--- config.mk ---
export PLATFORM = sky130hd
export DESIGN_NAME = rx_sym_decoder
export DESIGN_NICKNAME = d
export VERILOG_FILES = /design/src/rtl/rx_sym_pkg.sv /design/src/rtl/rx_sym_descram.sv /design/src/rtl/rx_sym_aligner.sv /design/src/rtl/rx_sym_framer.sv /design/src/rtl/rx_sym_decoder.sv
export SDC_FILE = /design/constraint.sdc
export NUM_CORES = 1
export LEC_CHECK = 0
export BUFFER_PORTS_ARGS = -buffer_cell sky130_fd_sc_hd__buf_2
export CAP_MARGIN = 10
export CORE_UTILIZATION = 25
export DETAILED_ROUTE_END_ITERATION = 12
export GPL_ROUTABILITY_DRIVEN = 1
export PLACE_DENSITY_LB_ADDON = 0.05
export SYNTH_ARGS = -nofsm -noshare
export SYNTH_HDL_FRONTEND = slang
export SYNTH_SLANG_ARGS = --single-unit
--- constraint.sdc ---
create_clock -name clk -period 3.8 [get_ports clk]
set_input_delay 0.57 -clock clk [delete_from_list [all_inputs] [get_ports clk]]
set_output_delay 0.57 -clock clk [all_outputs]
set_load 0.05 [all_outputs]
--- src/rtl/rx_sym_pkg.sv ---
package rx_sym_pkg;
   localparam int SYM_W = 5;
   localparam int NIB_W = 4;

   localparam logic [SYM_W-1:0] C_J    = 5'b11000;
   localparam logic [SYM_W-1:0] C_K    = 5'b10001;
   localparam logic [SYM_W-1:0] C_T    = 5'b01101;
   localparam logic [SYM_W-1:0] C_IDLE = 5'b11111;
   localparam logic [NIB_W-1:0] SSD_NIB = 4'h5;

   typedef enum logic [1:0] {SK_DATA, SK_IDLE, SK_END, SK_BAD} sym_kind_e;

   typedef struct packed {
      sym_kind_e        kind;
      logic [NIB_W-1:0] nib;
   } sym_dec_t;

   typedef enum logic [1:0] {FS_HUNT, FS_SSD2, FS_BODY} frame_st_e;

   function automatic sym_dec_t decode_sym(input logic [SYM_W-1:0] c);
      sym_dec_t r;
      r.kind = SK_DATA;
      r.nib  = '0;
      case (c)
         5'b11110: r.nib = 4'h0;
         5'b01001: r.nib = 4'h1;
         5'b10100: r.nib = 4'h2;
         5'b10101: r.nib = 4'h3;
         5'b01010: r.nib = 4'h4;
         5'b01011: r.nib = 4'h5;
         5'b01110: r.nib = 4'h6;
         5'b01111: r.nib = 4'h7;
         5'b10010: r.nib = 4'h8;
         5'b10011: r.nib = 4'h9;
         5'b10110: r.nib = 4'hA;
         5'b10111: r.nib = 4'hB;
         5'b11010: r.nib = 4'hC;
         5'b11011: r.nib = 4'hD;
         5'b11100: r.nib = 4'hE;
         5'b11101: r.nib = 4'hF;
         C_IDLE:   r.kind = SK_IDLE;
         C_T:      r.kind = SK_END;
         default:  r.kind = SK_BAD;
      endcase
      return r;
   endfunction
endpackage

--- src/rtl/rx_sym_descram.sv ---
module rx_sym_descram
   import rx_sym_pkg::*;
#(
   parameter int LFSR_W     = 11,
   parameter int LFSR_TAP   = 9,
   parameter int LOCK_IDLES = 13
) (
   input  logic             clk,
   input  logic             rst_n,
   input  logic [SYM_W-1:0] sym_in,
   input  logic             bypass,
   input  logic             link_fail,
   output logic [SYM_W-1:0] plain,
   output logic             locked
);
   localparam int CNT_W = $clog2(LOCK_IDLES);
   localparam logic [CNT_W-1:0] CNT_LAST = CNT_W'(LOCK_IDLES - 1);

   // keystream bits for one symbol, first bit in the MSB
   function automatic logic [SYM_W-1:0] key_bits(input logic [LFSR_W-1:0] s);
      logic [LFSR_W-1:0] t;
      logic [SYM_W-1:0]  k;
      t = s;
      for (int i = SYM_W - 1; i >= 0; i--) begin
         k[i] = t[LFSR_W-1] ^ t[LFSR_TAP-1];
         t    = {t[LFSR_W-2:0], k[i]};
      end
      return k;
   endfunction

   function automatic logic [LFSR_W-1:0] key_next(input logic [LFSR_W-1:0] s);
      logic [LFSR_W-1:0] t;
      t = s;
      for (int i = 0; i < SYM_W; i++) begin
         t = {t[LFSR_W-2:0], t[LFSR_W-1] ^ t[LFSR_TAP-1]};
      end
      return t;
   endfunction

   logic [SYM_W-1:0]  sym_q;
   logic [LFSR_W-1:0] ks_q, sh_q, sh_nx;
   logic [CNT_W-1:0]  cnt_q;
   logic              match, reload;

   // idle plaintext is all ones, so the complement of the line is keystream
   assign sh_nx  = {sh_q[LFSR_W-SYM_W-1:0], ~sym_q};
   assign match  = bypass ? (&sym_q) : (key_bits(sh_q) == ~sym_q);
   assign reload = match && (cnt_q == CNT_LAST);
   assign plain  = bypass ? sym_q : (sym_q ^ key_bits(ks_q));

   always_ff @(posedge clk or negedge rst_n) begin
      if (!rst_n) begin
         sym_q  <= '0;
         sh_q   <= '0;
         ks_q   <= '0;
         cnt_q  <= '0;
         locked <= 1'b0;
      end else begin
         sym_q <= sym_in;
         sh_q  <= sh_nx;
         ks_q  <= reload ? sh_nx : key_next(ks_q);
         if (link_fail) begin
            cnt_q  <= '0;
            locked <= 1'b0;
         end else if (!match) begin
            cnt_q <= '0;
         end else if (reload) begin
            cnt_q  <= '0;
            locked <= 1'b1;
         end else begin
            cnt_q <= cnt_q + 1'b1;
         end
      end
   end
endmodule

--- src/rtl/rx_sym_aligner.sv ---
module rx_sym_aligner
   import rx_sym_pkg::*;
(
   input  logic             clk,
   input  logic             rst_n,
   input  logic [SYM_W-1:0] plain,
   input  logic             hold,
   output logic             jk_hit,
   output logic [SYM_W-1:0] aligned
);
   localparam int OFF_W = $clog2(SYM_W);
   localparam int WIN_W = 3 * SYM_W;
   localparam int OLD_W = 2 * SYM_W;

   logic [SYM_W-1:0] d1_q, d2_q;
   logic [WIN_W-1:0] win;
   logic [OLD_W-1:0] old_pair;
   logic [SYM_W-1:0] hit;
   logic [OFF_W-1:0] hit_off, off_q;

   assign win      = {d2_q, d1_q, plain};
   assign old_pair = {d2_q, d1_q};

   // J in the oldest slot at offset o, K right behind it
   for (genvar o = 0; o < SYM_W; o++) begin : g_scan
      assign hit[o] = (win[WIN_W-1-o -: SYM_W] == C_J) &&
                      (win[WIN_W-1-SYM_W-o -: SYM_W] == C_K);
   end

   assign jk_hit = |hit;

   always_comb begin
      hit_off = '0;
      for (int o = SYM_W - 1; o >= 0; o--) begin
         if (hit[o]) hit_off = OFF_W'(o);
      end
   end

   always_comb begin
      aligned = '0;
      for (int o = 0; o < SYM_W; o++) begin
         if (off_q == OFF_W'(o)) aligned = old_pair[OLD_W-1-o -: SYM_W];
      end
   end

   always_ff @(posedge clk or negedge rst_n) begin
      if (!rst_n) begin
         d1_q  <= '0;
         d2_q  <= '0;
         off_q <= '0;
      end else begin
         d1_q <= plain;
         d2_q <= d1_q;
         if (!hold && jk_hit) off_q <= hit_off;
      end
   end
endmodule

--- src/rtl/rx_sym_framer.sv ---
module rx_sym_framer
   import rx_sym_pkg::*;
(
   input  logic             clk,
   input  logic             rst_n,
   input  logic             locked,
   input  logic             jk_hit,
   input  logic [SYM_W-1:0] aligned,
   input  logic             link_fail,
   output logic [NIB_W-1:0] rxd,
   output logic             rx_dv,
   output logic             rx_er,
   output logic             busy
);
   frame_st_e st_q;
   logic      idle_q;
   sym_dec_t  dec;

   assign dec  = decode_sym(aligned);
   assign busy = (st_q != FS_HUNT);

   always_ff @(posedge clk or negedge rst_n) begin
      if (!rst_n) begin
         st_q   <= FS_HUNT;
         idle_q <= 1'b0;
         rxd    <= '0;
         rx_dv  <= 1'b0;
         rx_er  <= 1'b0;
      end else begin
         rxd   <= '0;
         rx_dv <= 1'b0;
         rx_er <= 1'b0;
         if (link_fail) begin
            st_q   <= FS_HUNT;
            idle_q <= 1'b0;
         end else begin
            case (st_q)
               FS_HUNT: begin
                  idle_q <= 1'b0;
                  if (locked && jk_hit) begin
                     st_q  <= FS_SSD2;
                     rxd   <= SSD_NIB;
                     rx_dv <= 1'b1;
                  end
               end
               FS_SSD2: begin
                  st_q  <= FS_BODY;
                  rxd   <= SSD_NIB;
                  rx_dv <= 1'b1;
               end
               FS_BODY: begin
                  case (dec.kind)
                     SK_DATA: begin
                        rxd    <= dec.nib;
                        rx_dv  <= 1'b1;
                        idle_q <= 1'b0;
                     end
                     SK_END: st_q <= FS_HUNT;
                     SK_IDLE: begin
                        if (idle_q) begin
                           st_q <= FS_HUNT;
                        end else begin
                           rx_dv  <= 1'b1;
                           rx_er  <= 1'b1;
                           idle_q <= 1'b1;
                        end
                     end
                     default: begin
                        rx_dv  <= 1'b1;
                        rx_er  <= 1'b1;
                        idle_q <= 1'b0;
                     end
                  endcase
               end
               default: st_q <= FS_HUNT;
            endcase
         end
      end
   end
endmodule

--- src/rtl/rx_sym_decoder.sv ---
module rx_sym_decoder
   import rx_sym_pkg::*;
#(
   parameter int LFSR_W     = 11,
   parameter int LFSR_TAP   = 9,
   parameter int LOCK_IDLES = 13
) (
   input  logic             clk,
   input  logic             rst_n,
   input  logic [SYM_W-1:0] sym_in,
   input  logic             cipher_bypass,
   input  logic             link_fail,
   output logic [NIB_W-1:0] rxd,
   output logic             rx_dv,
   output logic             rx_er,
   output logic             receiving,
   output logic             lock_ok
);
   if (LFSR_W <= SYM_W) begin : g_bad_width
      $error("LFSR_W must exceed the symbol width");
   end
   if (LFSR_TAP < 1 || LFSR_TAP >= LFSR_W) begin : g_bad_tap
      $error("LFSR_TAP must lie in 1..LFSR_W-1");
   end
   if (LOCK_IDLES < 2) begin : g_bad_lock
      $error("LOCK_IDLES must be at least 2");
   end

   logic [SYM_W-1:0] plain, aligned;
   logic             locked, jk_hit, busy;

   rx_sym_descram #(
      .LFSR_W    (LFSR_W),
      .LFSR_TAP  (LFSR_TAP),
      .LOCK_IDLES(LOCK_IDLES)
   ) u_descram (
      .clk      (clk),
      .rst_n    (rst_n),
      .sym_in   (sym_in),
      .bypass   (cipher_bypass),
      .link_fail(link_fail),
      .plain    (plain),
      .locked   (locked)
   );

   rx_sym_aligner u_align (
      .clk    (clk),
      .rst_n  (rst_n),
      .plain  (plain),
      .hold   (busy),
      .jk_hit (jk_hit),
      .aligned(aligned)
   );

   rx_sym_framer u_frame (
      .clk      (clk),
      .rst_n    (rst_n),
      .locked   (locked),
      .jk_hit   (jk_hit),
      .aligned  (aligned),
      .link_fail(link_fail),
      .rxd      (rxd),
      .rx_dv    (rx_dv),
      .rx_er    (rx_er),
      .busy     (busy)
   );

   assign receiving = busy;
   assign lock_ok   = locked;
endmodule

Word level (Yosys, flattened, before mapping)
Cells that the tools add are included.
{"block": "totals", "input_bits": 9, "ff_bits": 54, "output_inout_bits": 8}
{"block": "op_classes", "reduce_logical": 23, "n_eq_ne": 42, "muxes": 41, "n_addsub": 1, "bitwise": 12}
{"operator": "$eq A5 B5 Y1 const B", "n": 22}
{"operator": "$pmux W4 S15", "n": 1}
{"operator": "$eq A5 B4 Y1 const B", "n": 6}
{"operator": "$mux W5", "n": 6}
{"operator": "$mux W4", "n": 5}
{"operator": "$mux W3", "n": 6}
{"operator": "$reduce_or A16 Y1", "n": 1}
{"operator": "$pmux W2 S3", "n": 2}
{"operator": "$pmux W4 S3", "n": 1}
{"operator": "$mux W11", "n": 1}
{"operator": "$mux W1", "n": 10}
{"operator": "$xor A1 B1 Y1", "n": 10}
{"operator": "$logic_and A1 B1 Y1", "n": 8}
{"operator": "$ne A4 B3 Y1 const B", "n": 2}
{"operator": "$pmux W1 S2", "n": 4}
{"operator": "$eq A3 B2 Y1 const B", "n": 2}
{"operator": "$mux W2", "n": 3}
{"operator": "$reduce_bool A2 Y1", "n": 3}
{"operator": "$eq A5 B5 Y1", "n": 1}
{"operator": "$not A5 Y5", "n": 1}
{"operator": "$reduce_and A5 Y1", "n": 1}
{"operator": "$reduce_or A5 Y1", "n": 1}
{"operator": "$xor A5 B5 Y5", "n": 1}
{"operator": "$add A4 B1 Y4 const B", "n": 1}
{"operator": "16 further kinds", "n": 20}

Logic depth before layout (Yosys ltp)
{"block": "logic_depth", "depth_word": 14, "mapped_depth": 8, "mapped_depth_nobuf": 6}

Cells and area by module
Synthesis repeated with hierarchy kept, for this count alone.
{"block": "unflattened", "hier_cells": 233, "area_unflattened_um2": 2648.8}
{"module": "rx_sym_descram", "cells_per_inst": 100, "area_each_um2": 1323.8, "instances": 1, "seq_area_each_um2": 800.8}
{"module": "rx_sym_aligner", "cells_per_inst": 72, "area_each_um2": 752.0, "instances": 1, "seq_area_each_um2": 325.3}
{"module": "rx_sym_framer", "cells_per_inst": 61, "area_each_um2": 573.0, "instances": 1, "seq_area_each_um2": 225.2}

Least setup slack after synthesis
No wires, ideal clock.
{"block": "synth_path", "path_kind": "input -> register", "startpoint": "input port cipher_bypass", "endpoint": "register u_frame.st_q[0]", "t_arrival_ns": 2.108, "path_slack_ns": 1.571, "path_buffers": 1, "stages": 6, "required_ns": 3.679, "setup_time_ns": 0.121, "path_cell_list": "clkbuf_1 -> or3_2 -> and2_1 -> a41oi_1 -> nand3_1 -> and4b_1"}
{"block": "synth_via", "elab_chain_cells": 7}
{"element": "start, declared", "line": "rx_sym_decoder.sv:11", "text": "input logic cipher_bypass,"}
{"element": "$mux W5 (*)", "line": "rx_sym_descram.sv:49", "text": "assign plain = bypass ? sym_q : (sym_q ^ key_bits(ks_q));"}
{"element": "$eq A5 B5 Y1", "line": "rx_sym_aligner.sv:27", "text": "(win[WIN_W-1-SYM_W-o -: SYM_W] == C_K);"}
{"element": "$logic_and A1 B1 Y1", "line": "rx_sym_aligner.sv:26", "text": "assign hit[o] = (win[WIN_W-1-o -: SYM_W] == C_J) &&"}
{"element": "$reduce_or A5 Y1 (*)", "line": "rx_sym_aligner.sv:30", "text": "assign jk_hit = |hit;"}
{"element": "$logic_and A1 B1 Y1 (*)", "line": "rx_sym_framer.sv:40", "text": "if (locked && jk_hit) begin"}
{"element": "$ne A3 B2 Y1 (no source line) (*)"}
{"element": "$reduce_and A3 Y1 (no source line) (*)"}
{"element": "end signal, assigned", "line": "rx_sym_framer.sv:34", "text": "st_q <= FS_HUNT;"}
{"element": "end signal, assigned", "line": "rx_sym_framer.sv:41", "text": "st_q <= FS_SSD2;"}
{"element": "end signal, assigned", "line": "rx_sym_framer.sv:47", "text": "st_q <= FS_BODY;"}
{"element": "end, declared", "line": "rx_sym_framer.sv:15", "text": "frame_st_e st_q;"}
Every way passes the cells marked *; elsewhere a longest branch is shown, timed or not.
A chain may end at the register's enable or synchronous reset.

Worst setup path in the final report
{"block": "layout_path", "startpoint": "register u_descram.ks_q[8]", "endpoint": "register u_frame.rxd[0]"}
{"block": "layout_via", "elab_chain_cells": 10}
{"element": "start, declared", "line": "rx_sym_descram.sv:41", "text": "logic [LFSR_W-1:0] ks_q, sh_q, sh_nx;"}
{"element": "start signal, assigned", "line": "rx_sym_descram.sv:61", "text": "ks_q <= reload ? sh_nx : key_next(ks_q);"}
{"element": "$xor A1 B1 Y1", "line": "rx_sym_descram.sv:25", "text": "k[i] = t[LFSR_W-1] ^ t[LFSR_TAP-1];"}
{"element": "$xor A5 B5 Y5 (*)", "line": "rx_sym_descram.sv:49"}
{"element": "$mux W5 (*)", "line": "rx_sym_descram.sv:49"}
{"element": "$eq A5 B5 Y1", "line": "rx_sym_aligner.sv:27"}
{"element": "$logic_and A1 B1 Y1", "line": "rx_sym_aligner.sv:26"}
{"element": "$reduce_or A5 Y1 (*)", "line": "rx_sym_aligner.sv:30"}
{"element": "$logic_and A1 B1 Y1 (*)", "line": "rx_sym_framer.sv:40"}
{"element": "$mux W3 (*)", "line": "rx_sym_framer.sv:40"}
{"element": "$pmux W4 S3 (*)", "line": "rx_sym_framer.sv:37", "text": "case (st_q)"}
{"element": "$mux W4 (*)", "line": "rx_sym_framer.sv:33", "text": "if (link_fail) begin"}
{"element": "end signal, assigned", "line": "rx_sym_framer.sv:54", "text": "rxd <= dec.nib;"}
{"element": "end, declared", "line": "rx_sym_framer.sv:10", "text": "output logic [NIB_W-1:0] rxd,"}
Marked as above.

==> impl_metrics.prom <==
# TYPE chip_impl_metric gauge
chip_impl_info{name="status",value="finished, final reports clean"} 1
chip_impl_metric{name="share_seq_of_total_power",unit="%"} 51.6
chip_impl_metric{name="post-cts-setup-buffers",unit=""} 0
chip_impl_metric{name="detail_route.wl_per_cell",unit="um"} 15.6
chip_impl_metric{name="yosysUniqueCellTypes",unit=""} 61
chip_impl_metric{name="maxSlewViolCount",unit=""} 0
chip_impl_metric{name="routed_wl",unit="mm"} 6.18
chip_impl_metric{name="place_ws",unit="ns"} 1.18
chip_impl_metric{name="yosys_warnings",unit=""} 0
chip_impl_metric{name="syn_inst",unit=""} 242
chip_impl_metric{name="period_minus_slack",unit="ns"} 2.54
chip_impl_metric{name="timing_hold_violations_final",unit=""} 0
chip_impl_info{name="tritoncts",value="built"} 1
chip_impl_metric{name="synth.ff_latch_count",unit=""} 54
chip_impl_metric{name="worst_ir_drop_vdd",unit="uV"} 188
chip_impl_metric{name="timing.final.ws_setup",unit="ns"} 1.26
chip_impl_metric{name="grt_overflow",unit=""} 0
chip_impl_metric{name="netlist_area",unit="sq um"} 2680
chip_impl_metric{name="required_time_of_the_critical_path",unit="ns"} 4.00
chip_impl_metric{name="pwr_density_cell",unit="nW/um^2"} 411
chip_impl_metric{name="p_leak",unit="nW"} 1.26
chip_impl_metric{name="die_w",unit="um"} 105
chip_impl_metric{name="clock_power_share",unit="%"} 32.7
chip_impl_metric{name="firstDrtPassIters",unit=""} 4
chip_impl_metric{name="final_net_count",unit=""} 269
chip_impl_metric{name="io_buffers",unit=""} 16
chip_impl_metric{name="crit_path_max_fanout",unit=""} 7
chip_impl_info{name="worstPathCellList",value="xnor2_1 > or3_1 > a211o_1 > o41ai_1 > o211ai_1 > o311ai_0"} 1
chip_impl_metric{name="placementRows",unit=""} 37
chip_impl_metric{name="fin_area",unit="sq um"} 3020
chip_impl_metric{name="share_of_synthesized_registers_carrying_an_async_set_or_reset",unit="%"} 100
chip_impl_info{name="crit_path_end_kind",value="flop"} 1
chip_impl_metric{name="worst-endpoint-arrival",unit="ns"} 2.74
chip_impl_info{name="synthTopCellsByCount",value="dfrtp_1 (54), nor2_1 (19), inv_1 (16), xnor2_1 (16), mux2i_1 (11)"} 1
chip_impl_metric{name="fillers",unit=""} 1110
chip_impl_info{name="worst-setup-path-type",value="reg2reg"} 1
chip_impl_metric{name="cts.sink_count",unit=""} 54
chip_impl_metric{name="slew_headroom",unit="%"} 53.3
chip_impl_metric{name="antenna_violations_before_repair",unit=""} 0
chip_impl_info{name="netlist_top_cells_area",value="dfrtp_1 (50%), xnor2_1 (5.2%), mux2i_1 (4.1%)"} 1
chip_impl_metric{name="fin_skew",unit="ns"} 0.0153
chip_impl_info{name="grt_setup_unrepaired",value="false"} 1
chip_impl_metric{name="grt_max_degree",unit=""} 29
chip_impl_metric{name="place_hpwl",unit="mm"} 4.55
chip_impl_metric{name="drive_above_1_share",unit="%"} 15.4
chip_impl_info{name="cp-start-kind",value="flop"} 1
chip_impl_metric{name="routed-via-count",unit=""} 1836
chip_impl_metric{name="gp_congestion",unit=""} 0.715
chip_impl_metric{name="io_pins",unit=""} 17
chip_impl_metric{name="synth.top_cell.area_share",unit="%"} 50.5
chip_impl_metric{name="net-switching-power",unit="mW"} 0.354
chip_impl_metric{name="maxCapViolations",unit=""} 0
chip_impl_metric{name="power.share.combinational",unit="%"} 15.6
chip_impl_metric{name="vias_per_instance",unit=""} 4.65
chip_impl_metric{name="dr.first_iter.drc_count",unit=""} 57
chip_impl_metric{name="insertedDiodeCount",unit=""} 0
chip_impl_metric{name="flow.area_growth_from_synthesis",unit="%"} 12.8
chip_impl_metric{name="gr-usage-all-layers",unit="%"} 12.2
chip_impl_metric{name="setup_viol",unit=""} 0
chip_impl_metric{name="synth_sequential_area_ratio",unit="%"} 50.5
chip_impl_metric{name="post-route-drc-count",unit=""} 0
chip_impl_metric{name="floorplan.die.height",unit="um"} 105
chip_impl_metric{name="critPathMaxStageDelay",unit="ns"} 0.69
chip_impl_metric{name="ctsHoldBuffers",unit=""} 0
chip_impl_metric{name="finalCritPeriodShare",unit="%"} 66.8
chip_impl_metric{name="max_freq",unit="MHz"} 394
chip_impl_metric{name="design.die.area",unit="sq um"} 11100
chip_impl_metric{name="detailed_place.area",unit="sq um"} 2900
chip_impl_metric{name="number_of_global_route_vias_before_repair",unit=""} 1892
chip_impl_metric{name="clk_path_buf_depth",unit=""} 2
chip_impl_metric{name="fin_setup_tns",unit="ns"} 0
chip_impl_info{name="clockRootBuffer",value="clkbuf_8"} 1
chip_impl_metric{name="synth_fp_nets",unit=""} 253
chip_impl_metric{name="synthesis.area_per_instance",unit="sq um"} 11.1
chip_impl_metric{name="postCtsResizedCells",unit=""} 0
chip_impl_metric{name="numCtsBuffers",unit=""} 5
chip_impl_metric{name="worst_skew_pair.late_latency",unit="ns"} 0.32
chip_impl_metric{name="detail-route-antenna-nets",unit=""} 0
chip_impl_metric{name="htree_num_levels",unit=""} 2
chip_impl_metric{name="clkSlewWorstSetupHoldPaths",unit="ns"} 0.11
chip_impl_metric{name="power.share.switching",unit="%"} 28.5
chip_impl_info{name="yosys.cell_count.top_type",value="dfrtp_1"} 1
chip_impl_metric{name="grt_first_pass_wirelength",unit="mm"} 10.4
chip_impl_metric{name="starting_density_of_the_core",unit="%"} 25.8
chip_impl_metric{name="p_int",unit="mW"} 0.888
chip_impl_info{name="synth_area_leader_cell",value="dfrtp_1"} 1
chip_impl_info{name="worstHoldPathType",value="in2async"} 1
chip_impl_metric{name="synth_edf_count",unit=""} 0
chip_impl_info{name="synth_ff_type",value="dfrtp_1"} 1
chip_impl_metric{name="tightest_slew",unit="ns"} 0.691
chip_impl_metric{name="core_area",unit="sq um"} 10400
chip_impl_info{name="slowest_cell_on_the_critical_path",value="o41ai_1"} 1
cell families after synthesis:
family	Yosys count	synth area share (%)
simple gates	75	16.2
flops	54	50.5
compound gates	46	13.7
buf+inv	26	3.97
mux	20	8.04
xor+xnor	19	6.73
fa+ha+maj	2	0.935
critical path: cells and delay by family (launching register included):
kind,cells,cell delay [ns]
AO/OA/AOI/OAI,4,1.38
XOR/XNOR,1,0.23
AND/OR/NAND/NOR,1,0.38
flip-flops,1,0.42
power by group through the flow:
stage | combinational (mW) | clock (mW) | sequential [mW]
floorplan | 0.171 | 0 | 0.624
finish | 0.194 | 0.406 | 0.641
global route | 0.217 | 0.452 | 0.647
CTS | 0.197 | 0.431 | 0.642
detailed placement | 0.196 | 0 | 0.654
global placement | 0.198 | 0 | 0.655
through the flow:
step                cells  hold WS (ns)  utilization [%]  total power [mW]
floorplan             242         0.274                -             0.794
global placement      387         0.360             28.0             0.853
detailed placement    387         0.359             28.0             0.850
CTS                   395         0.282             29.1              1.27
global route          395         0.316             29.1              1.32
finish                395         0.259             29.1              1.24
per-layer routing:
metal / part of all wire (%) / vias up / track usage (%)
met4: 1.5 / 0 / 4.53
met3: 2.6 / 7 / 2.60
met1: 51 / 910 / 16.6
met5: 0 / - / 0
met2: 45 / 19 / 18.9
li1: - / 900 / -
cell type report:
class                   count  area (sq um)  area share [%]
flip-flops and latches     54          1350            44.8
multi-input cells         162          1220            40.4
well taps                 136           170            5.64
repair buffers             19           103            3.40
clock buffers               5          68.8            2.28
inverters                  16          60.1            1.99
clock inverters             3          47.5            1.57
flip-flops by register name, summed over array words and instances, names as in the netlist, 2 cells and up:
name and flops:
u_align.off_q 3, u_frame.st_q 2, u_frame.rxd 4, u_descram.sym_q 5
u_descram.cnt_q 4, u_descram.sh_q 11, u_descram.ks_q 11, u_align.d1_q 5
u_align.d2_q 5
placed cells by master, fill, tap and decap left out, types with 3 or more instances in the layout:
cell,n
o21ai_0,6
clkbuf_8,5
a21oi_1,7
or3_1,4
mux2i_1,11
buf_2,16
o211ai_1,3
and2_1,3
nand2_1,10
o2111a_1,3
nor3_1,5
nor2_1,19
nand2b_1,4
xnor2_1,16
nand3b_1,3
inv_1,16
mux2_2,8
nor2b_1,3
buf_4,3
nand3_1,3
dfrtp_1,54
worst paths after layout:
kind / startpoint / to / slack [ns] / depth (start not counted)
max in group asynchronous: rst_n / u_descram.ks_q[6]$_DFF_PN0_ / 2.74 / 2
min in group clk: sym_in[2] / u_descram.sym_q[2]$_DFF_PN0_ / 0.34 / 1
min reg2reg: u_descram.sh_q[0]$_DFF_PN0_ / u_descram.sh_q[5]$_DFF_PN0_ / 0.39 / 0
max: u_descram.ks_q[8]$_DFF_PN0_ / u_frame.rxd[0]$_DFF_PN0_ / 1.26 / 6
max reg2reg: u_descram.ks_q[8]$_DFF_PN0_ / u_frame.rxd[0]$_DFF_PN0_ / 1.26 / 6
min: rst_n / u_frame.rxd[1]$_DFF_PN0_ / 0.26 / 1
(Power assumes the default switching activity.)
